[src/rtl/pinov_pkg.sv]
package pinov_pkg;
  localparam int NPIN = 2;   // bit 0 SCL, bit 1 SDA
  localparam int AW   = 3;

  localparam logic [AW-1:0] A_MODE = 3'd0;
  localparam logic [AW-1:0] A_DIR  = 3'd1;
  localparam logic [AW-1:0] A_LVL  = 3'd2;
  localparam logic [AW-1:0] A_SET  = 3'd3;
  localparam logic [AW-1:0] A_CLR  = 3'd4;

  // open-drain pull request of one pad in software mode
  function automatic logic od_pull(input logic is_out, input logic lat_bit);
    return is_out & ~lat_bit;
  endfunction

  // latch after a raise write
  function automatic logic [NPIN-1:0] lat_raise(input logic [NPIN-1:0] lat,
                                                input logic [NPIN-1:0] msk);
    return lat | msk;
  endfunction

  // latch after a lower write
  function automatic logic [NPIN-1:0] lat_lower(input logic [NPIN-1:0] lat,
                                                input logic [NPIN-1:0] msk);
    return lat & ~msk;
  endfunction
endpackage

[src/rtl/pinov_regs.sv]
module pinov_regs
  import pinov_pkg::*;
(
  input  logic            clk,
  input  logic            rst_n,
  input  logic            we,
  input  logic [AW-1:0]   addr,
  input  logic [NPIN-1:0] wdata,
  input  logic [NPIN-1:0] lvl,
  output logic [NPIN-1:0] rdata,
  output logic            mode_sw,
  output logic [NPIN-1:0] dir_out,
  output logic [NPIN-1:0] lat
);
  always_ff @(posedge clk or negedge rst_n) begin
    if (!rst_n) begin
      mode_sw <= 1'b0;
      dir_out <= '0;
      lat     <= '1;
    end else if (we) begin
      case (addr)
        A_MODE:  mode_sw <= wdata[0];
        A_DIR:   dir_out <= wdata;
        A_SET:   lat     <= lat_raise(lat, wdata);
        A_CLR:   lat     <= lat_lower(lat, wdata);
        default: ;
      endcase
    end
  end

  always_comb begin
    case (addr)
      A_MODE:       rdata = {{(NPIN-1){1'b0}}, mode_sw};
      A_DIR:        rdata = dir_out;
      A_LVL:        rdata = lvl;
      A_SET, A_CLR: rdata = lat;
      default:      rdata = '0;
    endcase
  end

  AST_MODE_LOAD: assert property (@(posedge clk) disable iff (!rst_n)
    (we && addr == A_MODE) |=> (mode_sw == $past(wdata[0])));
  AST_SET_RAISES: assert property (@(posedge clk) disable iff (!rst_n)
    (we && addr == A_SET) |=> (((lat & $past(wdata)) == $past(wdata)) &&
      (((lat ^ $past(lat)) & ~$past(wdata)) == '0)));
  AST_CLR_LOWERS: assert property (@(posedge clk) disable iff (!rst_n)
    (we && addr == A_CLR) |=> (((lat & $past(wdata)) == '0) &&
      (((lat ^ $past(lat)) & ~$past(wdata)) == '0)));
  AST_DEAD_ADDR_WRITE: assert property (@(posedge clk) disable iff (!rst_n)
    (we && (addr == A_LVL || addr > A_CLR)) |=>
      ($stable(mode_sw) && $stable(dir_out) && $stable(lat)));
endmodule

[src/rtl/pinov_sync.sv]
module pinov_sync #(
  parameter int W      = 2,
  parameter int STAGES = 2
) (
  input  logic         clk,
  input  logic         rst_n,
  input  logic [W-1:0] raw,
  output logic [W-1:0] synced
);
  localparam int CW = $clog2(STAGES + 1) + 1;

  for (genvar i = 0; i < W; i++) begin : g_pin
    logic [STAGES-1:0] chain;
    always_ff @(posedge clk or negedge rst_n) begin
      if (!rst_n) chain <= '1;
      else        chain <= {chain[STAGES-2:0], raw[i]};
    end
    assign synced[i] = chain[STAGES-1];

    // edges seen since the raw level last changed
    logic          raw_q;
    logic [CW-1:0] hold_cnt;
    always_ff @(posedge clk or negedge rst_n) begin
      if (!rst_n) begin
        raw_q    <= 1'b1;
        hold_cnt <= '0;
      end else begin
        raw_q <= raw[i];
        if (raw[i] != raw_q)                 hold_cnt <= CW'(1);
        else if (hold_cnt < CW'(STAGES))     hold_cnt <= hold_cnt + 1'b1;
      end
    end

    AST_SYNC_SETTLED: assert property (@(posedge clk) disable iff (!rst_n)
      (hold_cnt >= CW'(STAGES)) |-> (synced[i] == raw_q));
  end
endmodule

[src/rtl/pinov_drive.sv]
module pinov_drive
  import pinov_pkg::*;
(
  input  logic            clk,
  input  logic            rst_n,
  input  logic            mode_sw,
  input  logic [NPIN-1:0] dir_out,
  input  logic [NPIN-1:0] lat,
  input  logic [NPIN-1:0] eng_oe,
  output logic [NPIN-1:0] pad_oe
);
  for (genvar i = 0; i < NPIN; i++) begin : g_pad
    logic sw_pull;
    assign sw_pull   = od_pull(dir_out[i], lat[i]);
    assign pad_oe[i] = mode_sw ? sw_pull : eng_oe[i];

    AST_INPUT_NEVER_PULLS: assert property (@(posedge clk) disable iff (!rst_n)
      (mode_sw && !dir_out[i]) |-> !pad_oe[i]);
    AST_HIGH_LATCH_RELEASES: assert property (@(posedge clk) disable iff (!rst_n)
      (mode_sw && lat[i]) |-> !pad_oe[i]);
  end
endmodule

[src/rtl/i2c_pin_override.sv]
module i2c_pin_override
  import pinov_pkg::*;
#(
  parameter int SYNC_STAGES = 2
) (
  input  logic          clk,
  input  logic          rst_n,
  input  logic          reg_we,
  input  logic [2:0]    reg_addr,
  input  logic [1:0]    reg_wdata,
  output logic [1:0]    reg_rdata,
  input  logic          eng_scl_oe,
  input  logic          eng_sda_oe,
  output logic          eng_scl_in,
  output logic          eng_sda_in,
  input  logic          pad_scl_in,
  input  logic          pad_sda_in,
  output logic          pad_scl_oe,
  output logic          pad_sda_oe
);
  logic [NPIN-1:0] pad_lvl_raw;
  logic [NPIN-1:0] pad_lvl_sync;
  logic [NPIN-1:0] eng_oe_vec;
  logic [NPIN-1:0] pad_oe_vec;
  logic            mode_sw;
  logic [NPIN-1:0] dir_out;
  logic [NPIN-1:0] lat;

  assign pad_lvl_raw = {pad_sda_in, pad_scl_in};
  assign eng_oe_vec  = {eng_sda_oe, eng_scl_oe};
  assign eng_scl_in  = pad_scl_in;
  assign eng_sda_in  = pad_sda_in;
  assign pad_scl_oe  = pad_oe_vec[0];
  assign pad_sda_oe  = pad_oe_vec[1];

  pinov_regs u_regs (
    .clk     (clk),
    .rst_n   (rst_n),
    .we      (reg_we),
    .addr    (reg_addr),
    .wdata   (reg_wdata),
    .lvl     (pad_lvl_sync),
    .rdata   (reg_rdata),
    .mode_sw (mode_sw),
    .dir_out (dir_out),
    .lat     (lat)
  );

  pinov_sync #(.W(NPIN), .STAGES(SYNC_STAGES)) u_sync (
    .clk    (clk),
    .rst_n  (rst_n),
    .raw    (pad_lvl_raw),
    .synced (pad_lvl_sync)
  );

  pinov_drive u_drive (
    .clk     (clk),
    .rst_n   (rst_n),
    .mode_sw (mode_sw),
    .dir_out (dir_out),
    .lat     (lat),
    .eng_oe  (eng_oe_vec),
    .pad_oe  (pad_oe_vec)
  );

  AST_ENGINE_OWNS_PADS: assert property (@(posedge clk) disable iff (!rst_n)
    !mode_sw |-> (pad_scl_oe == eng_scl_oe && pad_sda_oe == eng_sda_oe));
  AST_ENGINE_SEES_PADS: assert property (@(posedge clk) disable iff (!rst_n)
    (eng_scl_in == pad_scl_in) && (eng_sda_in == pad_sda_in));
endmodule

[config.mk]
export PLATFORM = sky130hd
export DESIGN_NAME = i2c_pin_override
export DESIGN_NICKNAME = d
export VERILOG_FILES = /design/src/rtl/pinov_pkg.sv /design/src/rtl/pinov_regs.sv /design/src/rtl/pinov_sync.sv /design/src/rtl/pinov_drive.sv /design/src/rtl/i2c_pin_override.sv
export SDC_FILE = /design/constraint.sdc
export NUM_CORES = 1
export LEC_CHECK = 0
export ABC_AREA = 1
export BUFFER_PORTS_ARGS = -buffer_cell sky130_fd_sc_hd__clkbuf_2
export CAP_MARGIN = 15
export CORE_AREA = 2 2 39 41
export CTS_CLUSTER_DIAMETER = 30
export DETAILED_ROUTE_END_ITERATION = 10
export DIE_AREA = 0 0 41 43
export GPL_TIMING_DRIVEN = 0
export PLACE_DENSITY_LB_ADDON = 0.3
export SYNTH_ARGS = -nofsm -noshare
export SYNTH_HDL_FRONTEND = slang
export SYNTH_SLANG_ARGS = --single-unit
[constraint.sdc]
create_clock -name clk -period 2.3 [get_ports clk]
set_input_delay 0.345 -clock clk [delete_from_list [all_inputs] [get_ports clk]]
set_output_delay 0.345 -clock clk [all_outputs]
set_load 0.005 [all_outputs]
### Word-level counts from Yosys, hierarchy flattened

Index checks and enable logic that the tools add are counted.
W data, S select, Z words.

* eq/ne operators: 4
* mux-type cells: 4
* bitwise operators: 7
* reductions and logical operators: 6

Operators with widths (number)
* $pmux W2 S4: 1
* $eq A3 B2 Y1 const B: 2
* $reduce_and A2 Y1: 3
* $pmux W2 S2: 1
* $eq A3 B1 Y1 const B: 1
* $eq A3 B3 Y1 const B: 1
* $logic_not A3 Y1: 1
* $and A1 B1 Y1: 2
* $and A2 B2 Y2: 1
* $mux W1: 2
* $not A1 Y1: 2
* $not A2 Y2: 1
* $or A2 B2 Y2: 1
* $reduce_bool A2 Y1: 1
* $reduce_or A2 Y1: 1

* register bits: 9
* bits of input ports: 12
* output and inout port bits: 6
* logic and storage cells: 26

### Longest topological paths before layout

Gate-level depths: netlist of run 1.

* word-level depth: 3
* mapped depth: 6
* gate-level depth less buffers: 6

### By module

From an unflattened synthesis of run 1, not the netlist that was laid out.

* cells, all modules: 56
* area, all modules: 466.7 um2

By module, submodules not included
* pinov_regs: times used 1, cells each 39, area each 295.3 um2, sequential area each 127.6 um2
* pinov_sync: times used 1, cells each 6, area each 120.1 um2, sequential area each 105.1 um2
* pinov_drive: times used 1, cells each 9, area each 36.3 um2, sequential area each 0.0 um2
* i2c_pin_override: times used 1, cells each 2, area each 15.0 um2, sequential area each 0.0 um2

### Worst setup path before layout of run 1

Ideal clock, no wire load.

* path type: input -> output
* start point: input port reg_addr[2]
* end point: output port reg_rdata[0]
* arrival time: 0.772 ns
* data required time: 1.955 ns
* slack: 1.183 ns
* cell stages on the path: 5
* path through: inv_1 > nand3_1 > nand2_4 > nand2_1 > nand4_1

* word-level cells in the longest chain between the ends: 3

Ends and longest elaborated chain
* start, declared: RTL line i2c_pin_override.sv:9 `input logic [2:0] reg_addr,`
* $eq A3 B2 Y1 or $eq A3 B3 Y1 (tied branches): RTL line pinov_regs.sv:32 `case (addr)`
* $reduce_or A2 Y1: RTL line pinov_regs.sv:32
* $pmux W2 S4 *: RTL line pinov_regs.sv:32
* end, declared: RTL line i2c_pin_override.sv:11 `output logic [1:0] reg_rdata,`

Mark *: on every way between the ends. The rest lies on a longest branch, timed or not.

### Final worst setup path of run 1

* start point: input port reg_addr[1]
* end point: output port reg_rdata[0]

The elaborated chain is that of the path after synthesis.

==> impl_results.md, run 1 <==
- Status: finished clean
- Die Ht: 43 microns
- Setup TNS: 0 ns
- Worst-skew pair later-pin latency: 0.25 ns
- Crit-path slowest cell: nor2_2
- RSZ-0062 raised after global routing: false
- Internal power: 290 uW
- Syn Nets: 64
- Die extent in x: 41 microns
- # resized after CTS: 0
- Mean post-synth cell area: 8.71 sq um
- Clk buf depth: 2
- Area Growth Syn to Fin: 31.5%
- Total Nets Final: 87
- # H-tree levels: 1
- Critical Path Stages: 7
- CP delay by family, top: simple AND/OR/NAND/NOR gates
- DR WL/cell: 9.74 microns
- Ports: 18
- Slew Limit Fails: 0
- Crit path top cell by count: clkbuf_2
- Initial antenna violation count: 0
- Xor and xnor area share after synthesis: 0%
- Data arrival, critical path: 1.09 ns
- Post-Route WL: 877 microns
- Port buffer count: 17
- Adder-Cell Fraction of Synth Area: 0%
- Hold path startpoint: pad_sda_in
- Final GP Congestion: 0.764
- Final worst-path cycle share: 62.6%
- Yosys top cell area share: 34.8%
- Initial Utilization: 32.7%
- Antenna cell count: 0
- # setup viols final: 0
- Reg power frac: 52.0%
- Worst Tran Pin Value: 0.242 ns
- Sequential area share after synthesis: 51.4%
- Vias/cell: 4.56
- Leading area contributor after synthesis: dfstp_2
- Core ar.: 0.00138 sq mm
- Rows: 14
- CTS Sinks: 9
- Via Count: 410
- Hold Crit Depth: 1
- Static Leakage: 0.301 nW
- Worst R2R Setup Slack: 1.59 ns
- Pin count of the biggest net entering global routing: 10
- Detailed-router iteration count before antenna repair: 1
- Slew margin rel.: 83.8%
- Largest family of logic cells by synthesized area: simple AND/OR/NAND/NOR gates
- Worst path required time: 1.96 ns
- Syn. warnings: 0
- Buf+Inv Stages, Crit Path: 2
- Fin. Hold Viols: 0
- # DRC: 0
- Fin Clk Skew: 0.0000401 ns
- Vias in the first global route: 397
- Final Critical Period: 1.44 ns
- Sw Share: 27.1%
- First-pass GRT wire length: 1.63 mm
- Worst Setup End Kind: primary output
- VDD IR-drop max: 0.000338 V
- CP Max Fanout: 6
- Worst Hold Class: in -> reg
- Max cap viols: 0
- Synth Area in Compound Gates: 4.70%
- Cell Area, Synth: 453 sq um
- Post-Synth Simple-Gate Area: 36.5%
- GR Overflow Total: 0
- Hold Path End: u_sync.g_pin[1].chain[0]$_DFF_PN1_
- Root Buffer: clkbuf_4
- Total die area: 0.00176 sq mm
- PwrDens: 668 mW/mm^2
- CTS buffer count: 3
- Iter 0 DRT Violations: 0
- Cells along the critical path: clkbuf_2, nor2_2, nand2_2, nand2_4, nand2_1, nand4_1, clkbuf_2
- Max incr delay on CP: 0.17 ns
- Top cells by area, synth: dfstp_2, dfrtp_1, nand2_1
- Post-DP HPWL: 718 microns
- Routed Antenna Nets: 0
- Yosys reg bits: 9
- Synthesized instance count: 52
- Clk slew on worst S/H paths: 0.06 ns
- F_max: 695 MHz
- Startpoint Class: input port
- Critical path class: in -> out
- Cell variety after synth: 16
- Worst reg2reg path depth: 2
- Combinational Power Share: 19.2%
- CTS tree: built
- Total Routing Usage GR: 14.1%
- Clock share of power: 28.8%
- Mux cell area share after synthesis: 0%
- Post-CTS setup buffer count: 0
- Switch Pwr: 108 uW
- Layout cell share with drive strength beyond 1: 44.6%
- Pwr Total: 398 uW
cells in the final DEF (no fill, tap or decap):
master and count:
clkbuf_2 17, nand2_1 13, nand3_1 8, dfstp_2 6
inv_1 5, nand4_1 5, clkbuf_4 3, dfrtp_1 3
o21ai_0 2, buf_4 2, nor2_2 1, nand2_2 1
nand2_4 1, nor2_1 1, nor3_2 1, o22ai_1 1
nand3b_1 1, o21ai_1 1, clkinv_2 1, dlygate4sd3_1 1
cells by family (layout without fill, tap and decap cells):
kind of cell	Yosys count	count (layout)
flip-flops	9	9
AO/OA/AOI/OAI	4	4
buffers and inverters	7	29
AND/OR/NAND/NOR	32	32
final cells by class:
cell class	instances	area [sq um]
fill	146	788
sequential	9	233
multi-input combinational	36	186
timing repair buffer	18	95.1
clock buffer	3	22.5
tap	16	20.0
inverter	5	18.8
buffer	2	15.0
clock inverter	1	5.00
synth_stat cells:
cell type   n
buf_4       2
nand2_4     1
nand4_1     5
nand3_1     8
nand2_2     1
nand2_1    13
nand3b_1    1
o22ai_1     1
inv_1       5
dfrtp_1     3
dfstp_2     6
o21ai_0     2
o21ai_1     1
nor2_1      1
nor3_2      1
nor2_2      1
worst max path at each step:
stage	startpoint	to	slack (ns)
CTS	reg_addr[2]	reg_rdata[0]	0.86
floorplan	reg_addr[2]	reg_rdata[0]	1.18
finish	reg_addr[1]	reg_rdata[0]	0.86
detailed placement	reg_addr[1]	reg_rdata[0]	0.86
global placement	reg_addr[1]	reg_rdata[0]	0.85
global route	reg_addr[1]	reg_rdata[0]	0.75
power by group through the flow:
stage / registers, mW / logic, mW / clock network [mW]
after floorplan: 0.205 / 0.0410 / 0
after global placement: 0.210 / 0.0749 / 0
after detailed placement: 0.209 / 0.0759 / 0
after CTS: 0.207 / 0.0775 / 0.123
after global routing: 0.211 / 0.0899 / 0.131
final: 0.207 / 0.0765 / 0.115
through the flow:
stage,setup WS [ns],cell area [sq um],util [%],cells,hold slack [ns]
after floorplan,1.18,453,-,52,0.0494
after global routing,0.750,596,43.0,90,0.168
after detailed placement,0.862,558,40.3,85,0.210
after global placement,0.852,558,40.3,85,0.209
final,0.861,596,43.0,90,0.183
after CTS,0.855,596,43.0,90,0.171
repair_timing:
item	in CTS	in global routing
endpoints found under the hold margin	3	0
endpoints found under the setup margin	0	0
hold buffers	1	0
per-layer routing:
layer / wire, microns / track usage [%]
met2: 438 / 19.4
met5: 0 / 0
met4: 8 / 10.0
met3: 35 / 3.14
met1: 395 / 18.6
No activity file was read; power rests on OpenSTA's default activity.
==> inputs of run 2 (changes only) <==
--- a/config.mk
+++ b/config.mk
@@ -5,7 +5,7 @@
 export SDC_FILE = /design/constraint.sdc
 export NUM_CORES = 1
 export LEC_CHECK = 0
-export ABC_AREA = 1
+export ABC_AREA = 0
 export BUFFER_PORTS_ARGS = -buffer_cell sky130_fd_sc_hd__clkbuf_2
 export CAP_MARGIN = 15
 export CORE_AREA = 2 2 39 41
==> constraint.sdc (replaced) <==
create_clock -name clk -period 1.45 [get_ports clk]
set_input_delay 0.2175 -clock clk [delete_from_list [all_inputs] [get_ports clk]]
set_output_delay 0.2175 -clock clk [all_outputs]
set_load 0.005 [all_outputs]
==> run 2 against run 1 <==
The run now ends with negative setup slack left. Clock skew increased by 0.00099 ns. Die area unchanged. Hold slack got worse by 0.13 ns. Wire length grew 14%. Non-clock buffer count up 4. Sequential power increased by 45%. Sequential share of layout area down 3.5 points. Design area grew 9.9%. Synthesized cell count is 17% lower. Via count shrank 1.5%. Core utilization rose by 4.2 points. Critical path depth is 3 lower. Critical path type is now reg -> out. Largest power group unchanged.
==> impl_results.md, run 2 <==
- Status: finished with violations
- Failing checks: negative setup slack
- CP Max Fanout: 2
- Fin. Hold Viols: 0
- Final Critical Period: 1.71 ns
- Via Count: 404
- # DRC: 0
- Most common cell after layout, fill and taps aside: clkbuf_2
- Total Routing Usage GR: 13.0%
- Pre-CTS WS: -0.0626 ns
- Ports: 18
- GR Overflow Total: 0
- Worst path required time: 1.23 ns
- Max cap viols: 0
- PwrDens: 1000 mW/mm^2
- Mean post-synth cell area: 11.4 sq um
- Final core utilization: 47.3%
- Top cells by count, synth: dfstp_2, nand2_1, dfrtp_1, mux2_2, o21ai_0
- Combinational Power Share: 26.3%
- Static Leakage: 0.298 nW
- # H-tree levels: 1
- Yosys reg bits: 9
- Syn. warnings: 0
- R2r startpoint: u_regs.mode_sw$_DFFE_PN0P_
- RR Endpoint: u_regs.mode_sw$_DFFE_PN0P_
- Internal power: 492 uW
- CP Capture Point: reg_rdata[0]
- Commonest cells after routing, fill and taps aside: clkbuf_2, dfstp_2, buf_4
- Startpoint Class: flip-flop
- Post-Route WL: 997 microns
- DP Area: 582 sq um
- Data arrival, critical path: 1.49 ns
- Leading area contributor after synthesis: dfstp_2
- Sequential area share after synthesis: 47.3%
- Setup TNS: -0.255 ns
- Worst Setup End Kind: primary output
- Initial Utilization: 35.5%
- # setup viols final: 1
- F_max: 586 MHz
- Port buffer count: 14
- WHS: 0.0555 ns
- Slew Limit Fails: 0
- Ys flop type: dfstp_2
- Switch Pwr: 163 uW
- Root Buffer: clkbuf_4
- Critical path class: reg -> out
- Final WS setup: -0.255 ns
- Worst R2R Setup Slack: 0.40 ns
- Cell Area, Synth: 492 sq um
- Clock share of power: 27.9%
- Number of flops mapped to enable cells by yosys: 0
- Reg power frac: 45.9%
- Vias in the first global route: 367
- Fin Clk Skew: 0.00103 ns
- Die Ht: 43 microns
- Post-DP HPWL: 668 microns
- Worst Hold Class: in -> reg
- Layout cell share with drive strength beyond 1: 56.1%
- CTS tree: built
- Final GP Congestion: 0.606
- Top cells by area, synth: dfstp_2, dfrtp_1, mux2_2
- Clk slew on worst S/H paths: 0.06 ns
- Final Non-Filler Cells: 82
- CP startpoint: u_regs.mode_sw$_DFFE_PN0P_
- Syn Nets: 55
- Detailed-router iteration count before antenna repair: 4
- Worst-skew pair later-pin latency: 0.25 ns
- CTS buffer count: 3
- Cell variety after synth: 24
- Clk buf depth: 2
- Pin count of the biggest net entering global routing: 11
- Rows: 14
- Slew margin rel.: 71.2%
- Initial antenna violation count: 0
- Pwr Total: 655 uW
- Final worst-path cycle share: 118%
- Final Cell Area: 654 sq um
- DR WL/cell: 12.2 microns
- Total Nets Final: 79
- Total die area: 0.00176 sq mm
- VDD IR-drop max: 0.000401 V
- Hold path startpoint: pad_scl_in
- Placed Cells incl. Taps: 73
- RSZ-0062 raised after global routing: true
- Synthesized instance count: 43
- Sw Share: 24.9%
- CTS Sinks: 9
- Iter 0 DRT Violations: 13
- Yosys top cell area share: 32.1%
- Die extent in x: 41 microns
- Async set or reset register ratio after synthesis: 100%
- Worst reg2reg path depth: 3
- First-pass GRT wire length: 1.55 mm
- Vias/cell: 4.93
- Antenna cell count: 0
- Routed Antenna Nets: 0
- Area Growth Syn to Fin: 33.1%
- Worst Tran Pin Value: 0.433 ns
- Core ar.: 0.00138 sq mm
- Most common cell in the netlist: dfstp_2
[run 2: worst min-delay path by stage]
| stage | end | slack (ns) | cells after the start |
|---|---|---|---|
| 6_report | u_sync.g_pin[0].chain[0]$_DFF_PN1_ | 0.06 | 1 |
| 5_1_grt | u_sync.g_pin[0].chain[0]$_DFF_PN1_ | 0.04 | 1 |
| 4_1_cts | u_sync.g_pin[0].chain[0]$_DFF_PN1_ | 0.04 | 1 |
| 3_5_place_dp | u_regs.mode_sw$_DFFE_PN0P_ | 0.08 | 1 |
| 3_3_place_gp | u_regs.mode_sw$_DFFE_PN0P_ | 0.07 | 1 |
| 2_1_floorplan | u_regs.dir_out[0]$_DFFE_PN0P_ | -0.08 | 0 |
[run 2: power by group through the flow]
| stage | combinational, mW | clock (mW) | sequential, mW |
|---|---|---|---|
| after global routing | 0.190 | 0.208 | 0.301 |
| after global placement | 0.122 | 0 | 0.310 |
| after detailed placement | 0.125 | 0 | 0.312 |
| final | 0.172 | 0.183 | 0.301 |
| after floorplan | 0.0820 | 0 | 0.304 |
| after CTS | 0.157 | 0.195 | 0.300 |
[run 2: timing repair]
| action | in CTS | in global routing |
|---|---|---|
| endpoints found under the setup margin | 1 | 1 |
| endpoints found under the hold margin | 3 | 0 |
| hold buffers | 1 | 0 |
| buffers inserted | 3 | 1 |
| gates resized for setup | 0 | 3 |
| gates cloned | 0 | 0 |
[run 2: final cells by class]
type                       count  area, sq um
fill                         143          729
sequential                     9          233
multi-input combinational     27          216
timing repair buffer          19          110
buffer                         5         41.3
clock buffer                   4         26.3
tap                           16         20.0
inverter                       2         7.51
[run 2: cells by family (layout without fill, tap and decap cells)]
family	after synthesis	in the layout	share of synthesized area, %
AOI/OAI and AO/OA	11	11	15.0
and+or+nand+nor	11	11	14.2
DFF	9	9	47.3
muxes	5	5	13.5
buffers and inverters	7	30	9.92
[run 2: per-layer routing]
layer	global-route usage (%)	wire length, microns	vias up
met5	0	0	-
met4	8.00	0	0
met3	1.57	60	0
met2	18.4	484	16
met1	18.0	452	186
li1	-	-	202
[run 2: worst max-delay path, cell delays in order, from the launching register on]
cell and delay [ns]:
dfrtp_1 0.38, mux4_2 0.45, nor2b_4 0.13, a31o_1 0.17, clkbuf_2 0.10
==> inputs of run 3 (changes only) <==
--- a/config.mk
+++ b/config.mk
@@ -14,6 +14,8 @@
 export DIE_AREA = 0 0 41 43
 export GPL_TIMING_DRIVEN = 0
 export PLACE_DENSITY_LB_ADDON = 0.3
+export SKIP_CTS_REPAIR_TIMING = 1
 export SYNTH_ARGS = -nofsm -noshare
 export SYNTH_HDL_FRONTEND = slang
+export SYNTH_HIERARCHICAL = 1
 export SYNTH_SLANG_ARGS = --single-unit
==> run 3 against run 2 <==
The run still ends with negative setup slack left. Combinational power shrank 9%. Clock power shrank 3%. First-iteration DRC count shrank 92%. Global-route usage shrank 3.5 points. Sequential cell count is the same. Critical path depth is the same. Worst setup slack gained 0.11 ns. Synthesized cell count grew 2.3%. Power shrank 2.4%. Via count shrank 4.0%. Synthesized area is the same. Highest routed layer unchanged. Register-to-register slack gained 0.23 ns.
==> impl_results.md, run 3 <==
- CTS tree: built
- Worst Setup End Kind: primary output
- RSZ-0062 raised after global routing: true
- PwrDens: 1000 mW/mm^2
- Worst Tran Pin Value: 0.202 ns
- Clk slew on worst S/H paths: 0.06 ns
- Port buffer count: 16
- Total Nets Final: 79
- Placed Cells incl. Taps: 76
- Sw Share: 24.0%
- Async set or reset register ratio after synthesis: 100%
- Final Non-Filler Cells: 82
- F_max: 627 MHz
- Mean post-synth cell area: 11.2 sq um
- Worst-skew pair later-pin latency: 0.25 ns
- Cell variety after synth: 20
- Yosys top cell area share: 32.1%
- Data arrival, critical path: 1.38 ns
- Slew margin rel.: 86.5%
- Internal power: 486 uW
- Fin. Hold Viols: 0
- Worst Hold Class: in -> reg
- Slew Limit Fails: 0
- CP Max Fanout: 4
- Clk buf depth: 2
- # H-tree levels: 1
- Reg power frac: 47.8%
- Failing checks: negative setup slack
- Met2 Wirelength: 372 microns
- Core ar.: 0.00138 sq mm
- CTS Sinks: 9
- Met3 Routed Length: 72 microns
- Cell Area, Synth: 492 sq um
- Synthesized instance count: 44
- Worst path required time: 1.23 ns
- Top cells by area, synth: dfstp_2, dfrtp_1, buf_4
- Commonest cells after routing, fill and taps aside: clkbuf_2, buf_4, dfstp_2
- # DRC: 0
- Fin Clk Skew: 0.00277 ns
- Switch Pwr: 153 uW
- Most common cell in the netlist: dfstp_2
- Max incr delay on CP: 0.56 ns
- Clock share of power: 27.8%
- Pre-CTS WS: 0.118 ns
- Static Leakage: 0.301 nW
- FILL cells: 147
- Area Growth Syn to Fin: 30.0%
- Final GP Congestion: 0.638
- WL met1: 374 microns
- Most common cell after layout, fill and taps aside: clkbuf_2
- Cells along the critical path: mux2i_1, mux2_4, o21ai_1, buf_2
- Pin count of the biggest net entering global routing: 10
- Die extent in x: 41 microns
- First-pass GRT wire length: 1.12 mm
- Final Critical Period: 1.59 ns
- Die Ht: 43 microns
- GR Overflow Total: 0
- Status: finished with violations
- Leading area contributor after synthesis: dfstp_2
- Final WS setup: -0.144 ns
- Top Metal Used: met3
- Setup TNS: -0.259 ns
- Via Count: 388
- Layout cell share with drive strength beyond 1: 57.6%
- CP delay by family, top: flip-flops
- Ports: 18
- Syn Nets: 56
- # setup viols final: 2
- Number of flops mapped to enable cells by yosys: 0
- Crit-path slowest cell: dfstp_2
- Pwr Total: 639 uW
- Total Routing Usage GR: 9.50%
- Root Buffer: clkbuf_4
- Post-DP HPWL: 659 microns
- Post-Route WL: 818 microns
- Max cap viols: 0
- Initial Utilization: 35.5%
- Vias in the first global route: 285
- Iter 0 DRT Violations: 1
- Antenna cell count: 0
- Final worst-path cycle share: 110%
- VDD IR-drop max: 0.000537 V
- Routed Antenna Nets: 0
- Top cells by count, synth: dfstp_2, buf_4, dfrtp_1, inv_1, nor2_1
- Vias/cell: 4.73
- Sequential area share after synthesis: 47.3%
- CTS buffer count: 3
- Rows: 14
- Startpoint Class: flip-flop
- Detailed-router iteration count before antenna repair: 2
- Critical path class: reg -> out
- Total die area: 0.00176 sq mm
- Yosys reg bits: 9
- Ys flop type: dfstp_2
- Buf+Inv Stages, Crit Path: 1
- Initial antenna violation count: 0
- Combinational Power Share: 24.4%
- DR WL/cell: 9.98 microns
- Syn. warnings: 6
- Final core utilization: 46.2%
run 3: cell types whose count changed after synthesis, moves of 2 or more:
cell / delta
o31ai_1: -2
nand3_1: +2
buf_4: +3
nand2_1: -2
a41oi_1: -2
mux2_4: +2
a21oi_1: +2
nand4b_1: +2
nor2_1: +2
buf_6: -2
mux2_2: -2
run 3: power groups by stage:
stage | clock network, mW | logic [mW] | registers, mW
after detailed placement | 0 | 0.135 | 0.311
final | 0.178 | 0.156 | 0.305
after global placement | 0 | 0.132 | 0.310
after global routing | 0.201 | 0.173 | 0.308
after CTS | 0.191 | 0.136 | 0.307
after floorplan | 0 | 0.0817 | 0.304
run 3: logic make-up after synthesis:
group           share of synthesized area (%)
buf+inv                                  9.92
simple gates                             16.8
compound gates                           8.65
mux                                      17.3
flops                                    47.3
run 3: final timing paths:
check	start	endpoint	slack [ns]	depth (start not counted)
min in group asynchronous	rst_n	u_regs/dir_out[1]$_DFFE_PN0P_	0.34	2
setup / recovery	flip-flop	reg_rdata[1]	-0.14	4
hold / removal	pad_sda_in	u_sync/g_pin[1].chain[0]$_DFF_PN1_	0.06	1
hold reg to reg	u_sync/g_pin[1].chain[0]$_DFF_PN1_	u_sync/g_pin[1].chain[1]$_DFF_PN1_	0.35	0
max in group asynchronous	rst_n	async pin	0.86	2
setup reg to reg	u_regs/mode_sw$_DFFE_PN0P_	u_regs/mode_sw$_DFFE_PN0P_	0.63	1
run 3: metrics by stage:
step           hold slack (ns)  cell area, sq um
6_report                0.0601               639
5_1_grt                 0.0485               639
2_1_floorplan          -0.0781               492
3_5_place_dp            0.0776               592
4_1_cts                 -0.198               618
3_3_place_gp            0.0754               592
run 3: layout make-up:
type	count	area [sq um]	share of cell area, %
clock buffer	4	26.3	4.11
timing repair buffer	20	113	17.6
inverter	3	11.3	1.76
multi-input combinational	27	214	33.5
tap	16	20.0	3.13
buffer	3	22.5	3.52
sequential	9	233	36.4
run 3: metal layers:
layer  track usage [%]  vias to the layer above
met3              1.57                        0
met1              11.6                      175
met2              14.7                       16
met5                 0                        -
met4              6.00                        0
li1                  -                      197
